==> src/rtl/pwm_timer_pkg.sv <==
package pwm_timer_pkg;
  localparam int CNT_W = 8;

  typedef struct packed {
    logic             tick;
    logic             phaseMode;
    logic             invert;
    logic             cmpWr;
    logic [CNT_W-1:0] cmpData;
    logic             flagClr;
  } tmrStrobe_t;
endpackage

==> src/rtl/pwm_timer_ctrl.sv <==
module pwm_timer_ctrl
  import pwm_timer_pkg::*;
#(
  parameter int ADDR_W = 2,
  parameter int SEL_W  = 3,
  parameter int PRE_W  = 10
) (
  input  logic              clk,
  input  logic              rstN,
  input  logic              wrEn,
  input  logic [ADDR_W-1:0] wrAddr,
  input  logic [CNT_W-1:0]  wrData,
  output tmrStrobe_t        strb,
  output logic              irqEn
);
  localparam int SEL_LSB = 2;
  localparam int DIV8_B  = 3;
  localparam int DIV64_B = 6;
  localparam int DIV256_B = 8;
  localparam int DIV1K_B = 10;

  logic             phaseReg;
  logic             invReg;
  logic [SEL_W-1:0] selReg;
  logic [PRE_W-1:0] preCnt;
  logic             tickNow;

  always_ff @(posedge clk) begin
    if (!rstN) begin
      phaseReg <= 1'b0;
      invReg   <= 1'b0;
      selReg   <= '0;
      irqEn    <= 1'b0;
      preCnt   <= '0;
    end else begin
      preCnt <= preCnt + 1'b1;
      if (wrEn) begin
        case (wrAddr)
          2'd0: begin
            phaseReg <= wrData[0];
            invReg   <= wrData[1];
            selReg   <= wrData[SEL_LSB +: SEL_W];
          end
          2'd2: irqEn <= wrData[0];
          default: ;
        endcase
      end
    end
  end

  always_comb begin
    case (selReg)
      3'd1:    tickNow = 1'b1;
      3'd2:    tickNow = &preCnt[DIV8_B-1:0];
      3'd3:    tickNow = &preCnt[DIV64_B-1:0];
      3'd4:    tickNow = &preCnt[DIV256_B-1:0];
      3'd5:    tickNow = &preCnt[DIV1K_B-1:0];
      default: tickNow = 1'b0;
    endcase
  end

  always_comb begin
    strb.tick      = tickNow;
    strb.phaseMode = phaseReg;
    strb.invert    = invReg;
    strb.cmpWr     = wrEn && (wrAddr == 2'd1);
    strb.cmpData   = wrData;
    strb.flagClr   = wrEn && (wrAddr == 2'd3) && wrData[0];
  end
endmodule

==> src/rtl/pwm_timer_dp.sv <==
module pwm_timer_dp
  import pwm_timer_pkg::*;
(
  input  logic             clk,
  input  logic             rstN,
  input  tmrStrobe_t       strb,
  output logic             level,
  output logic             flag,
  output logic [CNT_W-1:0] cnt,
  output logic [CNT_W-1:0] ocr,
  output logic             dirUp
);
  localparam logic [CNT_W-1:0] TOP = {CNT_W{1'b1}};

  logic [CNT_W-1:0] cmpBuf;
  logic [CNT_W-1:0] nxtCnt;
  logic [CNT_W-1:0] ocrEff;
  logic             nxtDir;
  logic             atTop;

  assign atTop  = (cnt == TOP);
  assign ocrEff = atTop ? cmpBuf : ocr;

  always_comb begin
    nxtCnt = cnt + 1'b1;
    nxtDir = 1'b1;
    if (strb.phaseMode) begin
      if (dirUp) begin
        if (atTop) begin
          nxtCnt = cnt - 1'b1;
          nxtDir = 1'b0;
        end
      end else if (cnt == '0) begin
        nxtCnt = cnt + 1'b1;
        nxtDir = 1'b1;
      end else begin
        nxtCnt = cnt - 1'b1;
        nxtDir = 1'b0;
      end
    end
  end

  always_ff @(posedge clk) begin
    if (!rstN) begin
      cnt    <= '0;
      dirUp  <= 1'b1;
      ocr    <= '0;
      cmpBuf <= '0;
      level  <= 1'b0;
      flag   <= 1'b0;
    end else begin
      if (strb.cmpWr) cmpBuf <= strb.cmpData;
      if (strb.tick) begin
        cnt   <= nxtCnt;
        dirUp <= nxtDir;
        level <= (nxtCnt < ocrEff);
        if (atTop) ocr <= cmpBuf;
      end
      if (strb.tick && (nxtCnt == ocrEff)) flag <= 1'b1;
      else if (strb.flagClr)               flag <= 1'b0;
    end
  end
endmodule

==> src/rtl/pwm_timer8.sv <==
module pwm_timer8
  import pwm_timer_pkg::*;
(
  input  logic       clk,
  input  logic       rstN,
  input  logic       wrEn,
  input  logic [1:0] wrAddr,
  input  logic [7:0] wrData,
  output logic       pwmOut,
  output logic       irq
);
  tmrStrobe_t       strb;
  logic             irqEn;
  logic             level;
  logic             flag;
  logic [CNT_W-1:0] cnt;
  logic [CNT_W-1:0] ocr;
  logic             dirUp;

  pwm_timer_ctrl u_ctrl (
    .clk   (clk),
    .rstN  (rstN),
    .wrEn  (wrEn),
    .wrAddr(wrAddr),
    .wrData(wrData),
    .strb  (strb),
    .irqEn (irqEn)
  );

  pwm_timer_dp u_dp (
    .clk  (clk),
    .rstN (rstN),
    .strb (strb),
    .level(level),
    .flag (flag),
    .cnt  (cnt),
    .ocr  (ocr),
    .dirUp(dirUp)
  );

  assign pwmOut = level ^ strb.invert;
  assign irq    = flag & irqEn;
endmodule

==> config.mk <==
export PLATFORM = sky130hd
export DESIGN_NAME = pwm_timer8
export DESIGN_NICKNAME = d
export VERILOG_FILES = /design/src/rtl/pwm_timer_pkg.sv /design/src/rtl/pwm_timer_ctrl.sv /design/src/rtl/pwm_timer_dp.sv /design/src/rtl/pwm_timer8.sv
export SDC_FILE = /design/constraint.sdc
export NUM_CORES = 1
export LEC_CHECK = 0
export ABC_AREA = 1
export BUFFER_PORTS_ARGS = -buffer_cell sky130_fd_sc_hd__buf_2
export CORE_MARGIN = 8
export CORE_UTILIZATION = 55
export DETAILED_ROUTE_END_ITERATION = 8
export GPL_ROUTABILITY_DRIVEN = 0
export PLACE_DENSITY = 0.79
export SLEW_MARGIN = 20
export SYNTH_ARGS = -nofsm -noshare
export SYNTH_HDL_FRONTEND = slang
export SYNTH_HIERARCHICAL = 1
export SYNTH_SLANG_ARGS = --single-unit
==> constraint.sdc <==
create_clock -name clk -period 4.3 [get_ports clk]
set_input_delay 0.215 -clock clk [delete_from_list [all_inputs] [get_ports clk]]
set_output_delay 0.215 -clock clk [all_outputs]
set_load 0.005 [all_outputs]
==> impl_metrics.tcl, run 1 <==
set metrics [dict create \
    status "completed" \
    io_pins 15 \
    insertion_delay_ns 0.29 \
    max_freq_mhz 420 \
    synth_compound_area_share_pct 13.8 \
    synth_edf_count 0 \
    final_area_um2 2650 \
    drv_slew 0 \
    synth-seq-cells 43 \
    antenna_found_initial 0 \
    ys_types 27 \
    maxCapViolCount 0 \
    required_ns 4.52 \
    cts.sinks 43 \
    hold_viol 0 \
    cts_hold_buf 0 \
    cp.arrival_ns 2.61 \
    synth_top_family_by_area "simple AND/OR/NAND/NOR gates" \
    numCtsBuffers 5 \
    grt_pass1_vias 2080 \
    power_per_cell_area_nw_per_um2 335 \
    ant_nets 0 \
    synth_nets 387 \
    dpl.cell_count 410 \
    skew_ns 0.00740 \
    fin_util_pct 60.0 \
    peakVddDrop_uv 263 \
    wl_um 5020 \
    syn_inst 361 \
    io_buffer_count 14 \
    setup_slack_ns 1.92 \
    synth_most_common_cell "nand2_1" \
    die-area_um2 7040 \
    grt.overflow.total 0 \
    synthesis.area_um2 2540 \
    synth_top_area_cell "dfxtp_1" \
    period_share_pct 55.4 \
    place_hpwl_um 3780 \
    synth.top_cell.area_share_pct 33.9 \
    grt_max_degree 34 \
    finalNonFillerCells 418 \
    ys_top_cells_by_count "nand2_1, inv_1, nor2_1" \
    worstMarginPinSlew_ns 0.501 \
    drive_gt1_share_pct 11.5 \
    syn_avg_cell_area_um2 7.03 \
    period_needed_ns 2.38 \
    via_per_inst 5.22 \
    relSlewSlack_pct 66.6 \
    placed_area_um2 2560 \
    initial_core_util_pct 57.5 \
    ctsRootBufferMaster "clkbuf_8" \
    core-area_um2 4410 \
    cts_tree "yes" \
    firstDrtPassIters 4 \
    synthXorXnorAreaFrac_pct 1.04 \
    power.leakage_uw 0.00130 \
    row_count 24 \
    ys.flop_type "dfxtp_1" \
    preCtsSetupSlack_ns 1.94 \
    synthAdderAreaFrac_pct 6.41 \
    clockBufferDepth 2 \
    muxShareOfSynthArea_pct 3.80 \
    yosys_warnings 6 \
    grt_pass1_wl_um 9010 \
    synthToLayoutAreaGrowth_pct 4.49 \
    cts.clk_slew.worst_paths_ns 0.08 \
    nets 391 \
    hold_path.class "in -> reg" \
    routedWlPerCell_um 12.0 \
    tns_ns 0 \
    critPathMaxFanout 11 \
    drc 0 \
    post-cts-setup-buffers 0 \
    drtIter0Drc 120 \
    track_usage_pct 15.0 \
    rsz0062_at_grt "no" \
    critPathCaptureType "flip-flop" \
    n_antenna_cell 0 \
    vias 2183 \
    startpoint_type "flip-flop" \
    synthArstFlopShare_pct 0 \
    h-tree-depth 2 \
    die_h_um 83.9 \
    setup_viol 0 \
    post_cts_resized 0 \
    synth-simple-area-share_pct 28.5 \
    ys_seq_area_share_pct 33.9 \
    ys_top_cells_by_area "dfxtp_1, nand2_1, inv_1" \
    dieWidth_um 83.9 \
    critical_path_class "reg -> reg" \
]
==> worst max-delay path, cell delays in order, from the launching register on <==
cell and delay [ns]:
dfxtp_1 0.39, ha_1 0.20, nand2_2 0.08, nor2_4 0.16, nand2_4 0.16, nand2_4 0.13
nand4_1 0.12, nand2_1 0.11, nand2_1 0.05, nand2_1 0.08, inv_1 0.05, ha_1 0.27
nand2_1 0.08, nor3_1 0.20, nand4_1 0.10, a21oi_1 0.14
==> cell families after synthesis <==
family,after synthesis
buffers and inverters,71
adder cells (fa/ha/maj),13
flip-flops,43
multiplexers,7
AO/OA/AOI/OAI,65
AND/OR/NAND/NOR,159
XOR/XNOR,3
==> state kept, by name, indices dropped and copies added (netlist names) <==
| signal | flops |
|---|---|
| u_ctrl/invReg | 1 |
| u_ctrl/irqEn | 1 |
| u_ctrl/phaseReg | 1 |
| u_ctrl/preCnt | 10 |
| u_ctrl/selReg | 3 |
| u_dp/cmpBuf | 8 |
| u_dp/cnt | 8 |
| u_dp/dirUp | 1 |
| u_dp/flag | 1 |
| u_dp/level | 1 |
| u_dp/ocr | 8 |
==> metal layers <==
layer	global-route usage, %	vias to the layer above	part of all wire, %
li1	-	1168	-
met1	18.8	968	49
met2	24.9	43	46
met3	2.93	4	4.0
met4	4.40	0	0.88
met5	0	-	0
==> path summary, 6_finish.rpt <==
check / start / endpoint / slack, ns / cells after the start
worst min register to register: u_ctrl/preCnt[0] / u_ctrl/preCnt[0] / 0.47 / 1
worst max register to register: u_dp/cnt[0] / u_dp/flag / 1.92 / 15
worst min-delay path: wrData[7] / u_dp/cmpBuf[7] / 0.14 / 3
worst max-delay path: u_dp/cnt[0] / u_dp/flag / 1.92 / 15
==> cell type report <==
| cell class | instances | area [um^2] |
|---|---|---|
| clock inverters | 2 | 12.5 |
| flip-flops and latches | 43 | 861 |
| inverters | 52 | 195 |
| multi-input cells | 247 | 1360 |
| clock buffers | 6 | 72.6 |
| repair buffers | 16 | 85.1 |
| fillers | 404 | 1760 |
| well taps | 52 | 65.1 |
==> per-stage QoR <==
| stage | hold WS (ns) | total power (uW) |
|---|---|---|
| 2_1_floorplan | 0.353 | 605 |
| 3_3_place_gp | 0.437 | 638 |
| 3_5_place_dp | 0.446 | 643 |
| 4_1_cts | 0.140 | 896 |
| 5_1_grt | 0.178 | 948 |
| 6_report | 0.144 | 889 |
==> cell usage in the layout, fill, tap and decap left out, types with 2 or more instances in the layout <==
| master | synthesis | final |
|---|---|---|
| ha_1 | 13 | 13 |
| dfxtp_1 | 43 | 43 |
| nand4_1 | 8 | 8 |
| nor2_2 | 3 | 3 |
| buf_4 | 11 | 2 |
| a21oi_1 | 24 | 24 |
| nand2_1 | 66 | 66 |
| nor2_4 | 3 | 3 |
| o21a_1 | 2 | 2 |
| nand2_2 | 2 | 2 |
| o211ai_1 | 8 | 8 |
| o21ai_0 | 30 | 30 |
| nor2_1 | 45 | 45 |
| buf_2 | 1 | 14 |
| clkbuf_8 | 0 | 5 |
| inv_1 | 52 | 52 |
| xor2_1 | 2 | 2 |
| mux2i_2 | 7 | 7 |
| nand2_4 | 2 | 2 |
| nor3_1 | 4 | 4 |
| nor3b_1 | 2 | 2 |
| nand3_1 | 22 | 22 |
==> power breakdown <==
part / internal (uW) / total, uW / switching [uW]
Sequential: 424 / 448 / 23.9
Combinational: 74.1 / 190 / 116
Clock: 114 / 251 / 137
Power figures use the tool's default switching activity.
==> run 2, diff against run 1 <==
- ABC_AREA: 1 -> 0
- clock period: 4.3 -> 2.2 ns (I/O delays scaled with it)
==> run 2 against run 1 <==
  * The run now ends with setup timing left
  * Combinational power is 19% lower
  * Sequential share of layout area is 4.4 points lower
  * Total power is 63% higher
  * Maximum frequency is 13% lower
  * Die area is 0.88% higher
  * Sequential power is 80% higher
  * Non-clock buffer count is 42 higher
  * Synthesized area is 1.1% higher
  * Core utilization is 7.3 points higher
  * Count of clock-buffer cells in the layout stayed put
  * Synthesized cell count is 18% lower
==> impl_metrics.tcl, run 2 <==
set metrics [dict create \
    drtIter0Drc 181 \
    synth_nets 322 \
    synth.top_cell.area_share_pct 33.6 \
    worstMarginPinSlew_ns 0.588 \
    worstPathCellList "inv_4 -> ha_4 -> nand2b_1 -> or4b_4 -> and3_4 -> buf_4 -> mux2i_1 -> xnor2_1 -> ha_1 -> nand4_1 -> o32ai_1 -> and2_1" \
    ys.flop_type "dfxtp_1" \
    syn_inst 296 \
    period_share_pct 125 \
    synthArstFlopShare_pct 0 \
    cts_tree "yes" \
    grt_pass1_vias 2169 \
    maxCapViolCount 0 \
    n_antenna_cell 0 \
    period_needed_ns 2.75 \
    grt_max_degree 40 \
    drc 0 \
    status "finished with violations" \
    syn_avg_cell_area_um2 8.66 \
    hold_viol 0 \
    drive_gt1_share_pct 28.7 \
    synthToLayoutAreaGrowth_pct 20.8 \
    violations "setup timing" \
    die-area_um2 7100 \
    skew_ns 0.00556 \
    synth_top_area_cell "dfxtp_1" \
    setup_viol 2 \
    ys_top_cells_by_count "dfxtp_1, mux2i_1, nand2_1" \
    core-area_um2 4600 \
    dieWidth_um 84.3 \
    ctsRootBufferMaster "clkbuf_8" \
    vias 2220 \
    total_power_uw 1450 \
    final_cell_mix "buf_4, dfxtp_1, mux2i_1" \
    numCtsBuffers 5 \
    h-tree-depth 2 \
    synth_most_common_cell "dfxtp_1" \
    critPathMaxFanout 8 \
    power_per_cell_area_nw_per_um2 469 \
    antenna_found_initial 0 \
    hold_path.class "in -> reg" \
    required_ns 2.44 \
    setup_slack_ns -0.547 \
    synth-seq-cells 43 \
    firstDrtPassIters 4 \
    startpoint_type "flip-flop" \
    initial_core_util_pct 55.8 \
    grt.overflow.total 0 \
    cts.sinks 43 \
    cts.clk_slew.worst_paths_ns 0.08 \
    critical_path_class "reg -> reg" \
    io_buffer_count 14 \
    fillCellCount 353 \
    top_register "u_ctrl/preCnt" \
    final_area_um2 3100 \
    yosys_warnings 6 \
    synth_edf_count 0 \
    io_pins 15 \
    ant_nets 0 \
    slowest_delay_ns 0.52 \
    ys_seq_area_share_pct 33.6 \
    final_common_cell "buf_4" \
    fin_util_pct 67.3 \
    tns_ns -1.08 \
    max_freq_mhz 364 \
    critPathCaptureType "flip-flop" \
    slowest_stage "or4b_4" \
    synthesis.area_um2 2560 \
    die_h_um 84.3 \
    row_count 25 \
    ys_types 41 \
    rsz0062_at_grt "yes" \
    place_hpwl_um 3980 \
    via_per_inst 5.72 \
    relSlewSlack_pct 60.8 \
    nets 359 \
    grt_pass1_wl_um 9620 \
    peakVddDrop_uv 368 \
    cp.arrival_ns 2.99 \
    placed_area_um2 2820 \
    holdWs_ns 0.0731 \
    clockBufferDepth 2 \
    insertion_delay_ns 0.29 \
    power.leakage_uw 0.00126 \
    track_usage_pct 16.0 \
    drv_slew 0 \
    largest_reg_flops 10 \
    wl_um 5980 \
    routedWlPerCell_um 15.4 \
    ys_top_cells_by_area "dfxtp_1, mux2i_1, ha_1" \
]
-- run 2: repair_timing --
item                       in CTS  in global routing
setup endpoints to repair       6                 16
buffers inserted                8                  3
pin swaps                       5                 11
hold buffers                    0                  0
hold endpoints to repair        0                  0
gates resized for setup        10                 23
-- run 2: critical path: cells and delay by family, from the launching register on --
kind / cells / cell delay [ns]
AOI/OAI and AO/OA: 1 / 0.30
xor gates and xnor gates: 1 / 0.15
adders and majority gates: 2 / 0.43
buffers and inverters: 2 / 0.22
DFF: 1 / 0.36
muxes: 1 / 0.12
and+or+nand+nor: 5 / 1.13
-- run 2: logic make-up (layout without fill, tap and decap cells) --
group	Yosys count	in the layout	synth area share [%]
XOR/XNOR	11	11	3.76
AO/OA/AOI/OAI	38	38	9.71
flip-flops	43	43	33.6
adder cells (fa/ha/maj)	13	13	6.34
buffers and inverters	34	72	7.56
multiplexers	38	38	14.9
AND/OR/NAND/NOR	119	119	24.2
-- run 2: worst paths after layout --
check,startpoint,endpoint,slack (ns),cells past startpoint
max reg2reg,u_dp/cnt[0],u_dp/flag,-0.55,12
min,wrData[7],u_dp/cmpBuf[7],0.07,3
min reg2reg,u_dp/ocr[0],u_dp/ocr[0],0.47,2
max,u_dp/cnt[0],u_dp/flag,-0.55,12
-- run 2: layer usage --
metal | up-vias | part of all wire, % | wire, um | GRT usage (%)
li1 | 1091 | - | - | -
met1 | 1069 | 43 | 2600 | 18.1
met2 | 54 | 52 | 3130 | 29.1
met3 | 6 | 3.3 | 199 | 2.90
met4 | 0 | 0.87 | 52 | 5.02
met5 | - | 0 | 0 | 0
-- run 2: layout make-up --
class                           count  area (um^2)  share of cell area (%)
Tap cell                           54         67.6                    2.18
Sequential cell                    43          870                    28.1
Clock buffer                        6         72.6                    2.34
Clock inverter                      2         12.5                   0.404
Inverter                            6         25.0                   0.808
Timing Repair Buffer               58          412                    13.3
Multi-Input combinational cell    219         1640                    52.9
-- run 2: per-stage QoR --
stage	worst slack, ns	std cells
floorplan	-0.635	296
global placement	-0.439	369
detailed placement	-0.537	369
CTS	-0.436	385
global route	-0.693	388
finish	-0.547	388
-- run 2: power breakdown --
group          switching (uW)  internal [uW]  total [uW]
combinational            75.1           77.6         153
sequential               13.0            793         806
clock                     271            222         494
==> run 3, diff against run 2 <==
- SKIP_CTS_REPAIR_TIMING: default -> 1
==> run 3 against run 2 <==
  * The flow still finishes with violations (setup timing)
  * Global-route usage decreased by 0.70 points
  * Sequential power hardly changed
  * Combinational power about the same
  * Register-to-register slack worse by 0.04 ns
  * Via count fell by 1.4%
  * Setup slack lost 0.044 ns
  * Total power shrank 0.27%
  * Cell count unchanged
  * Clock skew up 0.00051 ns
  * Critical path type unchanged
  * Highest routed layer unchanged
==> impl_metrics.tcl, run 3 (synthesized netlist as in run 2, its figures left out) <==
set metrics [dict create \
    status "finished with violations" \
    violations "setup timing" \
    max_freq_mhz 358 \
    slowest_stage "or4b_4" \
    antenna_found_initial 0 \
    peakVddDrop_uv 439 \
    ant_nets 0 \
    final_cell_mix "buf_4, dfxtp_1, mux2i_1" \
    top_register "u_ctrl/preCnt" \
    hold_viol 0 \
    core-area_um2 4600 \
    total_power_uw 1450 \
    die_h_um 84.3 \
    cts.clk_slew.worst_paths_ns 0.08 \
    maxCapViolCount 0 \
    rsz0062_at_grt "yes" \
    cp-endpoint "u_dp/level" \
    io_buffer_count 14 \
    grt_pass1_wl_um 9210 \
    hold_path.class "in -> reg" \
    critPathMaxFanout 8 \
    critPathCaptureType "flip-flop" \
    cts_tree "yes" \
    grt.overflow.total 0 \
    n_antenna_cell 0 \
    synthToLayoutAreaGrowth_pct 20.8 \
    worstPathCellList "nor4_4 -> or4b_4 -> and3_4 -> buf_6 -> mux2i_1 -> xnor2_1 -> ha_2 -> a2111oi_4 -> and3b_1 -> a221o_1" \
    setup_viol 2 \
    worstMarginPinSlew_ns 0.590 \
    cp.arrival_ns 2.98 \
    skew_ns 0.00608 \
    slowest_delay_ns 0.51 \
    track_usage_pct 15.3 \
    place_hpwl_um 3980 \
    setup_slack_ns -0.592 \
    final_common_cell "buf_4" \
    cts.sinks 43 \
    numCtsBuffers 5 \
    dieWidth_um 84.3 \
    vias 2190 \
    holdWs_ns 0.0761 \
    drive_gt1_share_pct 27.5 \
    rr_startpoint "u_dp/cnt[5]" \
    drtIter0Drc 181 \
    routedWlPerCell_um 15.4 \
    drc 0 \
    h-tree-depth 2 \
    via_per_inst 5.64 \
    required_ns 2.39 \
    io_pins 15 \
    grt_max_degree 40 \
    fin_util_pct 67.3 \
    initial_core_util_pct 55.8 \
    row_count 25 \
    firstDrtPassIters 5 \
    power_per_cell_area_nw_per_um2 468 \
    period_needed_ns 2.79 \
    die-area_um2 7100 \
    rrSetupSlack_ns -0.59 \
    drv_slew 0 \
    r2r_end "u_dp/level" \
    wl_um 5960 \
    startpoint_type "flip-flop" \
    tns_ns -1.15 \
    largest_reg_flops 10 \
    reg2reg_depth 10 \
    power.leakage_uw 0.00125 \
    clockBufferDepth 2 \
    nets 359 \
    relSlewSlack_pct 60.7 \
    insertion_delay_ns 0.29 \
    critPathLaunch "u_dp/cnt[5]" \
    critical_path_class "reg -> reg" \
    ctsRootBufferMaster "clkbuf_8" \
    period_share_pct 127 \
    grt_pass1_vias 2089 \
]
## run 3: cell count changes in the layout (fill, tap and decap cells not counted), sizes merged
| cell | previous run | this run |
|---|---|---|
| clkbuf | 6 | 7 |
| buf | 58 | 57 |
## run 3: how the worst min path moves through the flow
stage / cells after the start / slack (ns) / end / startpoint
3_5_place_dp: 3 / 0.38 / u_dp/cmpBuf[5] / wrData[5]
6_report: 3 / 0.08 / u_dp/cmpBuf[7] / wrData[7]
2_1_floorplan: 1 / 0.23 / u_ctrl/preCnt[9] / rstN
5_1_grt: 3 / 0.08 / u_ctrl/selReg[1] / wrData[3]
3_3_place_gp: 3 / 0.37 / u_ctrl/selReg[2] / wrData[4]
4_1_cts: 3 / 0.08 / u_dp/cmpBuf[7] / wrData[7]
## run 3: metrics by stage
| step | setup WS, ns | instances | area [um^2] |
|---|---|---|---|
| 2_1_floorplan | -0.635 | 296 | 2620 |
| 3_3_place_gp | -0.439 | 369 | 2820 |
| 3_5_place_dp | -0.537 | 369 | 2820 |
| 4_1_cts | -0.567 | 377 | 2900 |
| 5_1_grt | -0.719 | 388 | 3100 |
| 6_report | -0.592 | 388 | 3100 |
## run 3: final cells by class
| type | count | area (um^2) |
|---|---|---|
| Inverter | 6 | 25.0 |
| Timing Repair Buffer | 58 | 429 |
| Clock inverter | 2 | 12.5 |
| Sequential cell | 43 | 866 |
| Tap cell | 54 | 67.6 |
| Multi-Input combinational cell | 219 | 1620 |
| Fill cell | 349 | 1500 |
| Clock buffer | 6 | 72.6 |
## run 3: worst max-delay path, delay by kind of cell (launching register included)
kind                     cells  cell delay [ns]
adder cells (fa/ha/maj)      1             0.24
XOR/XNOR                     1             0.18
multiplexers                 1             0.19
buffers and inverters        1             0.13
AO/OA/AOI/OAI                2             0.34
flip-flops                   1             0.34
AND/OR/NAND/NOR              4             1.25
## run 3: report_power, final
| group | internal, uW | switching, uW | total (uW) |
|---|---|---|---|
| combinational | 76.9 | 74.7 | 152 |
| clock | 222 | 269 | 491 |
| sequential | 794 | 12.1 | 806 |
| total | 1090 | 356 | 1450 |
## run 3: routing by layer
metal | up-vias | GRT usage (%) | routed length (um) | part of all wire [%]
met5 | - | 0 | 0 | 0
met4 | 0 | 5.18 | 93 | 1.6
met3 | 10 | 3.29 | 261 | 4.4
met2 | 51 | 27.3 | 3070 | 52
met1 | 1032 | 17.3 | 2530 | 42
li1 | 1097 | - | - | -
